$ cat src/rtl/scanpos_pkg.sv
package scanpos_pkg;
  typedef enum logic [1:0] {
    ST_IDLE,
    ST_DIVIDE,
    ST_CLASS,
    ST_HOLD
  } scan_state_e;
endpackage

$ cat src/rtl/scanpos_corr.sv
// Adds the fixed counter-lag offset and wraps it once into the counter period.
module scanpos_corr #(
  parameter int LINE_W = 12,
  localparam int PIX_W = 2 * LINE_W
) (
  input  logic              pixel_mode,
  input  logic [PIX_W-1:0]  raw,
  input  logic [LINE_W-1:0] htotal,
  input  logic [LINE_W-1:0] hsync_start,
  input  logic [LINE_W-1:0] vtotal,
  output logic [PIX_W-1:0]  pos,
  output logic              over
);
  localparam int PAD_W = PIX_W + 1 - LINE_W;

  logic [PIX_W-1:0]  frame_len;
  logic [LINE_W-1:0] skew;
  logic [PIX_W:0]    sum, limit, wrapped, res;

  assign frame_len = {{LINE_W{1'b0}}, vtotal} * {{LINE_W{1'b0}}, htotal};
  assign skew      = htotal - hsync_start;

  always_comb begin
    if (pixel_mode) begin
      sum   = {1'b0, raw} + {{PAD_W{1'b0}}, skew};
      limit = {1'b0, frame_len};
    end else begin
      sum   = {1'b0, raw} + {{PIX_W{1'b0}}, 1'b1};
      limit = {{PAD_W{1'b0}}, vtotal};
    end
  end

  assign wrapped = sum - limit;
  assign res     = (sum >= limit) ? wrapped : sum;
  assign pos     = res[PIX_W-1:0];
  // Raised when the raw count was already outside one counter period.
  assign over    = (res >= limit);
endmodule

$ cat src/rtl/scanpos_div.sv
// Restoring divider, one quotient bit per cycle.
module scanpos_div #(
  parameter int N_W = 24,
  parameter int D_W = 12,
  parameter int Q_W = 12,
  localparam int CNT_W = $clog2(N_W + 1)
) (
  input  logic           clk,
  input  logic           rst_n,
  input  logic           start,
  input  logic [N_W-1:0] num,
  input  logic [D_W-1:0] den,
  output logic           done,
  output logic [Q_W-1:0] quot,
  output logic [D_W-1:0] rem
);
  logic [N_W-1:0]   num_q;
  logic [D_W-1:0]   rem_q;
  logic [CNT_W-1:0] cnt_q;
  logic             busy_q;
  logic [D_W:0]     trial, trial_sub;
  logic             fits;

  assign trial     = {rem_q, num_q[N_W-1]};
  assign trial_sub = trial - {1'b0, den};
  assign fits      = ~trial_sub[D_W];
  assign done      = busy_q && (cnt_q == '0);
  assign quot      = num_q[Q_W-1:0];
  assign rem       = rem_q;

  always_ff @(posedge clk or negedge rst_n) begin
    if (!rst_n) begin
      num_q  <= '0;
      rem_q  <= '0;
      cnt_q  <= '0;
      busy_q <= 1'b0;
    end else if (start) begin
      num_q  <= num;
      rem_q  <= '0;
      cnt_q  <= CNT_W'(N_W);
      busy_q <= 1'b1;
    end else if (busy_q) begin
      if (cnt_q == '0) begin
        busy_q <= 1'b0;
      end else begin
        cnt_q <= cnt_q - 1'b1;
        num_q <= {num_q[N_W-2:0], fits};
        rem_q <= fits ? trial_sub[D_W-1:0] : trial[D_W-1:0];
      end
    end
  end

  AST_REM_BELOW_DIVISOR: assert property (@(posedge clk) disable iff (!rst_n)
    done |-> (rem < den));
  AST_START_WHEN_IDLE: assert property (@(posedge clk) disable iff (!rst_n)
    start |-> !busy_q);
endmodule

$ cat src/rtl/scanpos_vclass.sv
// Blanking test and signed line report.
module scanpos_vclass #(
  parameter int LINE_W = 12,
  localparam int V_W = LINE_W + 2
) (
  input  logic [LINE_W-1:0] line,
  input  logic [LINE_W-1:0] vtotal,
  input  logic [LINE_W-1:0] vbl_start,
  input  logic [LINE_W-1:0] vbl_end,
  output logic              in_vbl,
  output logic [V_W-1:0]    vpos
);
  logic signed [V_W-1:0] l_s, t_s, e_s;
  logic                  above, below;

  assign l_s    = signed'({2'b00, line});
  assign t_s    = signed'({2'b00, vtotal});
  assign e_s    = signed'({2'b00, vbl_end});
  assign above  = (line >= vbl_start);
  assign below  = (line < vbl_end);
  assign in_vbl = above || below;

  always_comb begin
    if (above)      vpos = l_s - t_s - e_s;
    else if (below) vpos = l_s - e_s;
    else            vpos = l_s;
  end
endmodule

$ cat src/rtl/scanpos_decoder.sv
module scanpos_decoder
  import scanpos_pkg::*;
#(
  parameter int LINE_W = 12,
  localparam int PIX_W = 2 * LINE_W,
  localparam int V_W = LINE_W + 2
) (
  input  logic              clk,
  input  logic              rst_n,
  input  logic [LINE_W-1:0] cfg_htotal,
  input  logic [LINE_W-1:0] cfg_hsync_start,
  input  logic [LINE_W-1:0] cfg_vtotal,
  input  logic [LINE_W-1:0] cfg_vbl_start,
  input  logic [LINE_W-1:0] cfg_vbl_end,
  input  logic              in_valid,
  output logic              in_ready,
  input  logic              in_pixel_mode,
  input  logic [PIX_W-1:0]  in_count,
  output logic              out_valid,
  input  logic              out_ready,
  output logic [V_W-1:0]    out_vpos,
  output logic [LINE_W-1:0] out_hpos,
  output logic              out_in_vbl
);
  scan_state_e       state_q;
  logic              pix_q;
  logic [LINE_W-1:0] line_q, hpos_q;
  logic [PIX_W-1:0]  corr_pos;
  logic              corr_over;
  logic              accept, div_start, div_done;
  logic [LINE_W-1:0] div_quot, div_rem;
  logic              cls_vbl;
  logic [V_W-1:0]    cls_vpos;

  assign in_ready  = (state_q == ST_IDLE);
  assign out_valid = (state_q == ST_HOLD);
  assign accept    = in_valid && in_ready;
  assign div_start = accept && in_pixel_mode;

  scanpos_corr #(.LINE_W(LINE_W)) u_corr (
    .pixel_mode (in_pixel_mode),
    .raw        (in_count),
    .htotal     (cfg_htotal),
    .hsync_start(cfg_hsync_start),
    .vtotal     (cfg_vtotal),
    .pos        (corr_pos),
    .over       (corr_over)
  );

  scanpos_div #(.N_W(PIX_W), .D_W(LINE_W), .Q_W(LINE_W)) u_div (
    .clk  (clk),
    .rst_n(rst_n),
    .start(div_start),
    .num  (corr_pos),
    .den  (cfg_htotal),
    .done (div_done),
    .quot (div_quot),
    .rem  (div_rem)
  );

  scanpos_vclass #(.LINE_W(LINE_W)) u_vclass (
    .line     (line_q),
    .vtotal   (cfg_vtotal),
    .vbl_start(cfg_vbl_start),
    .vbl_end  (cfg_vbl_end),
    .in_vbl   (cls_vbl),
    .vpos     (cls_vpos)
  );

  always_ff @(posedge clk or negedge rst_n) begin
    if (!rst_n) begin
      state_q    <= ST_IDLE;
      pix_q      <= 1'b0;
      line_q     <= '0;
      hpos_q     <= '0;
      out_vpos   <= '0;
      out_hpos   <= '0;
      out_in_vbl <= 1'b0;
    end else begin
      unique case (state_q)
        ST_IDLE: if (accept) begin
          pix_q <= in_pixel_mode;
          if (in_pixel_mode) begin
            state_q <= ST_DIVIDE;
          end else begin
            line_q  <= corr_pos[LINE_W-1:0];
            hpos_q  <= '0;
            state_q <= ST_CLASS;
          end
        end
        ST_DIVIDE: if (div_done) begin
          line_q  <= div_quot;
          hpos_q  <= div_rem;
          state_q <= ST_CLASS;
        end
        ST_CLASS: begin
          out_vpos   <= cls_vpos;
          out_hpos   <= hpos_q;
          out_in_vbl <= cls_vbl;
          state_q    <= ST_HOLD;
        end
        ST_HOLD: if (out_ready) state_q <= ST_IDLE;
        default: state_q <= ST_IDLE;
      endcase
    end
  end

  AST_HOLD_STABLE: assert property (@(posedge clk) disable iff (!rst_n)
    out_valid && !out_ready |=> out_valid && $stable(out_vpos) && $stable(out_hpos)
      && $stable(out_in_vbl));
  AST_COUNT_IN_RANGE: assert property (@(posedge clk) disable iff (!rst_n)
    accept |-> !corr_over);
  AST_LINE_IN_FRAME: assert property (@(posedge clk) disable iff (!rst_n)
    (state_q == ST_CLASS) |-> (line_q < cfg_vtotal));
  AST_LINE_HPOS_ZERO: assert property (@(posedge clk) disable iff (!rst_n)
    out_valid && !pix_q |-> (out_hpos == '0));
  AST_VPOS_SIGN: assert property (@(posedge clk) disable iff (!rst_n)
    out_valid |-> (out_in_vbl == out_vpos[V_W-1]));
endmodule

$ cat config.mk
export PLATFORM = sky130hd
export DESIGN_NAME = scanpos_decoder
export DESIGN_NICKNAME = d
export VERILOG_FILES = /design/src/rtl/scanpos_pkg.sv /design/src/rtl/scanpos_corr.sv /design/src/rtl/scanpos_div.sv /design/src/rtl/scanpos_vclass.sv /design/src/rtl/scanpos_decoder.sv
export SDC_FILE = /design/constraint.sdc
export NUM_CORES = 1
export LEC_CHECK = 0
export ABC_AREA = 1
export BUFFER_PORTS_ARGS = -buffer_cell sky130_fd_sc_hd__buf_2
export CORE_MARGIN = 3
export CORE_UTILIZATION = 45
export CTS_CLUSTER_DIAMETER = 60
export DETAILED_ROUTE_END_ITERATION = 7
export PLACE_DENSITY = 0.74
export SYNTH_ARGS = -nofsm -noshare
export SYNTH_HDL_FRONTEND = slang
export SYNTH_SLANG_ARGS = --single-unit
$ cat constraint.sdc
create_clock -name clk -period 4.4 [get_ports clk]
set_input_delay 0 -clock clk [delete_from_list [all_inputs] [get_ports clk]]
set_output_delay 0 -clock clk [all_outputs]
set_load 0.02 [all_outputs]
# After elaboration in Yosys (flattened, before gate mapping)
# Index checks and enable logic that the tools add are counted.
[totals]
reg_bits = 95
inputBits = 89
output_inout_bits = 29
wordCells = 74
[classes]
n_bitwise = 1
add_sub_neg = 9
mux = 31
magnitude_cmp = 3
multipliers = 1
n_reduce_logical = 11
eq_ne = 8
[op_table]
columns = ["operator", "n"]
rows = [
  ["12-bit 2-to-1 mux", 10],
  ["24-bit 2-to-1 mux", 5],
  ["12-bit one-hot mux with 2 select lines", 2],
  ["14-bit 2-to-1 mux", 2],
  ["12-bit by 12-bit subtractor with 13-bit output", 2],
  ["24-bit by 1-bit adder with 25-bit output, second input constant", 1],
  ["24-bit by 12-bit adder with 25-bit output", 1],
  ["25-bit by 24-bit greater-or-equal comparator with 1-bit output", 1],
  ["25-bit 2-to-1 mux", 1],
  ["12-bit by 12-bit multiplier with 24-bit output", 1],
  ["24-bit subtractor", 1],
  ["5-bit 2-to-1 mux", 3],
  ["14-bit by 13-bit subtractor with 14-bit output", 1],
  ["13-bit by 12-bit subtractor with 13-bit output", 1],
  ["12-bit greater-or-equal comparator", 1],
  ["12-bit < comparator", 1],
  ["12-bit subtractor", 1],
  ["2-bit 2-to-1 mux", 4],
  ["2-bit one-hot mux with 4 select lines", 1],
  ["2-bit inequality test, second input constant", 3],
  ["5-bit zero test", 1],
  ["5-bit by 1-bit subtractor with 5-bit output, second input constant", 1],
  ["2-bit equality test, second input constant", 2],
  ["2-bit by 1-bit inequality test with 1-bit output, second input constant", 2],
  ["10 further kinds", 15],
]

# Logic depth before layout (Yosys ltp)
[depth]
depth_word = 8
mapped_depth = 39
ltp_nobuf = 38

# Hierarchy
# A second synthesis with hierarchy kept.
[hier_totals]
cells_unflattened = 2518
area_unflattened_um2 = 16847.4
[modules_own_cells]
columns = ["module", "seq_area_each_um2", "area_per_inst_um2", "instances", "cells_each"]
rows = [
  ["scanpos_corr", 0.0, 9058.7, 1, 1447],
  ["scanpos_div", 1051.0, 2886.5, 1, 388],
  ["scanpos_vclass", 0.0, 2492.4, 1, 427],
  ["scanpos_decoder", 1326.3, 2409.8, 1, 256],
]

# Least setup slack after synthesis
# No wires, ideal clock.
[synth_path]
path_kind = "input to register"
start = "input cfg_vtotal[0]"
end = "register u_div.num_q[6]"
stages = 33
setup_time_ns = 0.118
n_path_buf = 2
path_slack_ns = -1.570
required_time_ns = 4.282
arrival_time_ns = 5.851
path_cell_list = "clkbuf_1 -> nand2_1 -> fa_1 -> fa_1 -> inv_1 -> fa_1 -> fa_1 -> inv_1 -> fa_1 -> inv_1 -> ha_1 -> nand2_1 -> nor2_1 -> inv_1 -> o21ai_0 -> a21oi_1 -> or2_2 -> nand3_1 -> ha_1 -> nand2_1 -> nor2_1 -> nand2_1 -> nor2_1 -> nand2_1 -> nand2_1 -> nor2_1 -> nand2_2 -> inv_2 -> nand2_2 -> buf_6 -> nand2_1 -> nand2_1 -> a21o_1"
[synth_via]
elab_chain_len = 5
word_cells_on_any_way = 6
cone_classes = "1 x add/sub; 1 x mul; 1 x order compare; 3 x mux"
[synth_lines]
columns = ["element", "line_no", "text"]
rows = [
  ["from (decl)", "scanpos_decoder.sv:12", "input logic [LINE_W-1:0] cfg_vtotal,"],
  ["12-bit by 12-bit multiplier with 24-bit output", "scanpos_corr.sv:20", "assign frame_len = {{LINE_W{1'b0}}, vtotal} * {{LINE_W{1'b0}}, htotal};"],
  ["24-bit 2-to-1 mux *", "scanpos_corr.sv:24", "if (pixel_mode) begin"],
  ["24-bit subtractor or 25-bit by 24-bit greater-or-equal comparator with 1-bit output (tied branches)", "scanpos_corr.sv:33, scanpos_corr.sv:34", ""],
  ["24-bit 2-to-1 mux *", "scanpos_corr.sv:34", "assign res = (sum >= limit) ? wrapped : sum;"],
  ["24-bit 2-to-1 mux *", "scanpos_div.sv:37", "end else if (start) begin"],
  ["to (signal assigned)", "scanpos_div.sv:38", "num_q <= num;"],
  ["to (signal assigned)", "scanpos_div.sv:47", "num_q <= {num_q[N_W-2:0], fits};"],
  ["to (decl)", "scanpos_div.sv:17", "logic [N_W-1:0] num_q;"],
]
# Every way passes the cells marked *; elsewhere a longest branch is shown, timed or not.
# A chain may end at the register's enable or synchronous reset.

# Final worst setup path
[layout_path]
start = "input cfg_vtotal[2]"
end = "register u_div.num_q[13]"
# Same word-level chain as after synthesis.

==> impl_results.md <==
* # rows at 67
* Worst-path maximum fanout at 9
* Initial Util at between 40% and 50%
* Post-route setup slack at -1.05 ns
* #FFs+latches synth at 95
* Status: finished with violations
* Place WS at -1.78 ns
* Post-synth cell types at 44
* Share of post-route cells with drive strength above 1 at 23.9%
* CP arrival at 5.73 ns
* Die width at approximately 190 µm
* Peak supply drop at slightly above 0.0006 V
* Vias at ~17000
* Critical Path Max Stage Delay at 0.55 ns
* Nets at just over 3000
* Detailed Place HPWL at 42100 µm
* Vias per cell at 5.23
* Crit Path Category: input port to flip-flop
* Total CTS buffers at 9
* Worst Max-Slew Pin Slew at a little over 1 ns
* Largest net degree at the start of global routing at 51
* Drt drc at 0
* GP Congestion at about 1
* Die ar. at between 30000 and 40000 µm²
* Final cell count without fillers at 3171
* Synth warnings at 0
* CP Launch Type: input port
* DR WL/cell at about 16 µm
* Final ANT Viol Nets at 0
* Clock Sinks at 95
* Slew HR at between 30% and 40%
* Die Y at roughly 190 µm
* Post-Syn Area per Cell at 6.56 µm²
* Skew final at 0.0188 ns
* Minimum clock period at approximately 5.4 ns
* DRT iter0 DRCs at approximately 1100
* GRT Util Overall at 27.9%
* Initial antenna violation count at 1
* Ys flop type: dfrtp_1
* Slew Limit Fails at 0
* Antenna Cells at 0
* Gate Count Post-Synth at approximately 2300
* Drt pass-1 iters at 7
* Port bufs at 117
* Slowest CP cell: fa_1
* Leakage power at roughly 11 nW
* Worst Path Required at around 4.7 ns
* Sequential fraction of the synthesis area at 15.5%
* Global-route wire length before repair at between 80000 and 90000 µm
* CP endpoint kind: flip-flop
* Total power at about 19 mW
* Number of global-route vias before repair at about 17000
* Synth-to-Final Area Change at 31.4%
* Post-Syn Nets at ~2700
* Final hold vios at 0
* Grt total ovfl at 0
* # setup viols final at 36
* H-tree depth at 3
* Max_cap viols at 0
* Inst Count DP at ~3100
* Total routed wirelength at 51100 µm
* Reg2reg setup slack at 0.74 ns
* Final Cycle Share at 124%
* Post-synth EDFFs at 0
* RSZ-0062 raised after global routing: yes
* CTS tree: built
* Clk root buf: clkbuf_16
* Failing checks: setup timing
* Share of flip-flops with an asynchronous set or reset at between 90% and 100%
* F_max at roughly 0.18 GHz
* Io pins at roughly 120
* Mapped Area at about 15000 µm²
* Power Dens Cells at approximately 920 nW/µm²
* CTS max path bufs at 2
* Core area at roughly 34000 µm²
* Worst skew pair latency at 0.36 ns
* Min-Delay Path Class: input port to flip-flop
* Clock slew at reported path FFs at ~0.080 ns
## repair_timing
action | 4_1_cts | 5_1_grt
buffers inserted | 21 | 10
gates resized for setup | 133 | 108
endpoints found under the setup margin | 36 | 36
pin swaps | 65 | 69
hold buffers | 1 | 0
endpoints found under the hold margin | 49 | 0
cloned | 2 | 0
## final timing paths
kind	endpoint	depth (start not counted)	startpoint
hold / removal	state_q[1]	5	out_ready
setup reg to reg	out_vpos[9]	22	line_q[0]
max in group asynchronous	u_div.num_q[12]	3	rst_n
setup / recovery	u_div.num_q[13]	33	cfg_vtotal[2]
min in group asynchronous	out_vpos[13]	2	rst_n
hold reg to reg	out_hpos[0]	2	out_hpos[0]
## layer usage
layer  vias up  track usage, %  wire [µm]
met5         -               0          7
met4         2            12.1       2620
met3       140            2.55       2770
met2       555            48.5      24400
met1      7799            35.4      21300
li1       8101               -          -
## registers in the layout, summed over array words and instances (netlist names)
| name | cells |
|---|---|
| out_hpos | 12 |
| u_div.busy_q | 1 |
| out_vpos | 14 |
| u_div.rem | 12 |
| u_div.num_q | 24 |
| hpos_q | 12 |
| state_q | 2 |
| u_div.cnt_q | 5 |
| out_in_vbl | 1 |
| line_q | 12 |
## stage by stage
step           instance area (µm²)  setup TNS [ns]  util (%)  hold slack [ns]
4_1_cts                      19700          -33.04      58.7           0.0386
3_3_place_gp                 18700          -58.51      55.8           0.0433
5_1_grt                      20200          -44.83      60.1            0.116
2_1_floorplan                16000          -32.22         -           -0.296
6_report                     20200          -36.29      60.1           0.0543
3_5_place_dp                 18700          -61.44      55.8           0.0513
## critical path, delay by kind of cell
family,cells,cell delay [ns]
XOR/XNOR,1,0.20
AND/OR/NAND/NOR,11,0.99
buffers and inverters,9,1.05
AO/OA/AOI/OAI,5,0.73
adder cells (fa/ha/maj),7,2.73
## cell usage after synthesis, drive strengths merged (5+ instances only)
cell | n | share of area (%)
a21boi | 6 | 0.29
a21o | 10 | 0.49
a21oi | 173 | 5.6
a31oi | 9 | 0.37
buf | 8 | 0.37
clkbuf | 49 | 1.2
dfrtp | 95 | 15
fa | 107 | 14
ha | 175 | 14
inv | 474 | 12
nand2 | 691 | 17
nand3 | 139 | 4.6
nand3b | 10 | 0.49
nand4 | 18 | 0.73
nor2 | 124 | 3.1
nor3 | 20 | 0.65
o21a | 5 | 0.24
o21ai | 121 | 3.9
o21bai | 11 | 0.54
o22ai | 13 | 0.53
or2 | 8 | 0.33
xnor2 | 22 | 1.3
xor2 | 43 | 2.4
## cell type report
cell class	instances	area (µm²)
clock inverters	7	81.3
clock buffers	9	225
well taps	448	561
fillers	3067	13400
repair buffers	415	3030
multi-input cells	1721	12100
flip-flops and latches	95	2380
inverters	476	1790
## layout by cell type (no fill, tap or decap), drive strengths merged, types with 6 or more instances in the layout
master	count
xnor2	22
nor2	124
nand4	18
or2	8
xor2	43
nand3	139
o21ai	121
a21o	10
nand3b	10
dfrtp	95
inv	477
nand2	693
a21oi	173
o22ai	13
buf	414
a21boi	6
a31oi	9
clkinv	6
clkbuf	9
o21bai	11
ha	175
fa	107
nor3	20
## kinds of logic after synthesis
family                   Yosys count  share of synthesized area, %
flip-flops                        95                          15.5
adder cells (fa/ha/maj)          282                          28.2
buffers and inverters            533                          13.2
XOR/XNOR                          65                          3.70
AO/OA/AOI/OAI                    357                          12.5
AND/OR/NAND/NOR                 1015                          27.0
## power by group
| group | internal [mW] | leakage, nW | total, mW | switching (mW) |
|---|---|---|---|---|
| sequential | 1.30 | 1.18 | 1.65 | 0.348 |
| clock | 0.407 | 0.150 | 0.802 | 0.395 |
| combinational | 7.07 | 10.1 | 16.1 | 9.03 |
| total | 8.78 | 11.4 | 18.6 | 9.78 |
No activity file was read; power rests on OpenSTA's default activity.
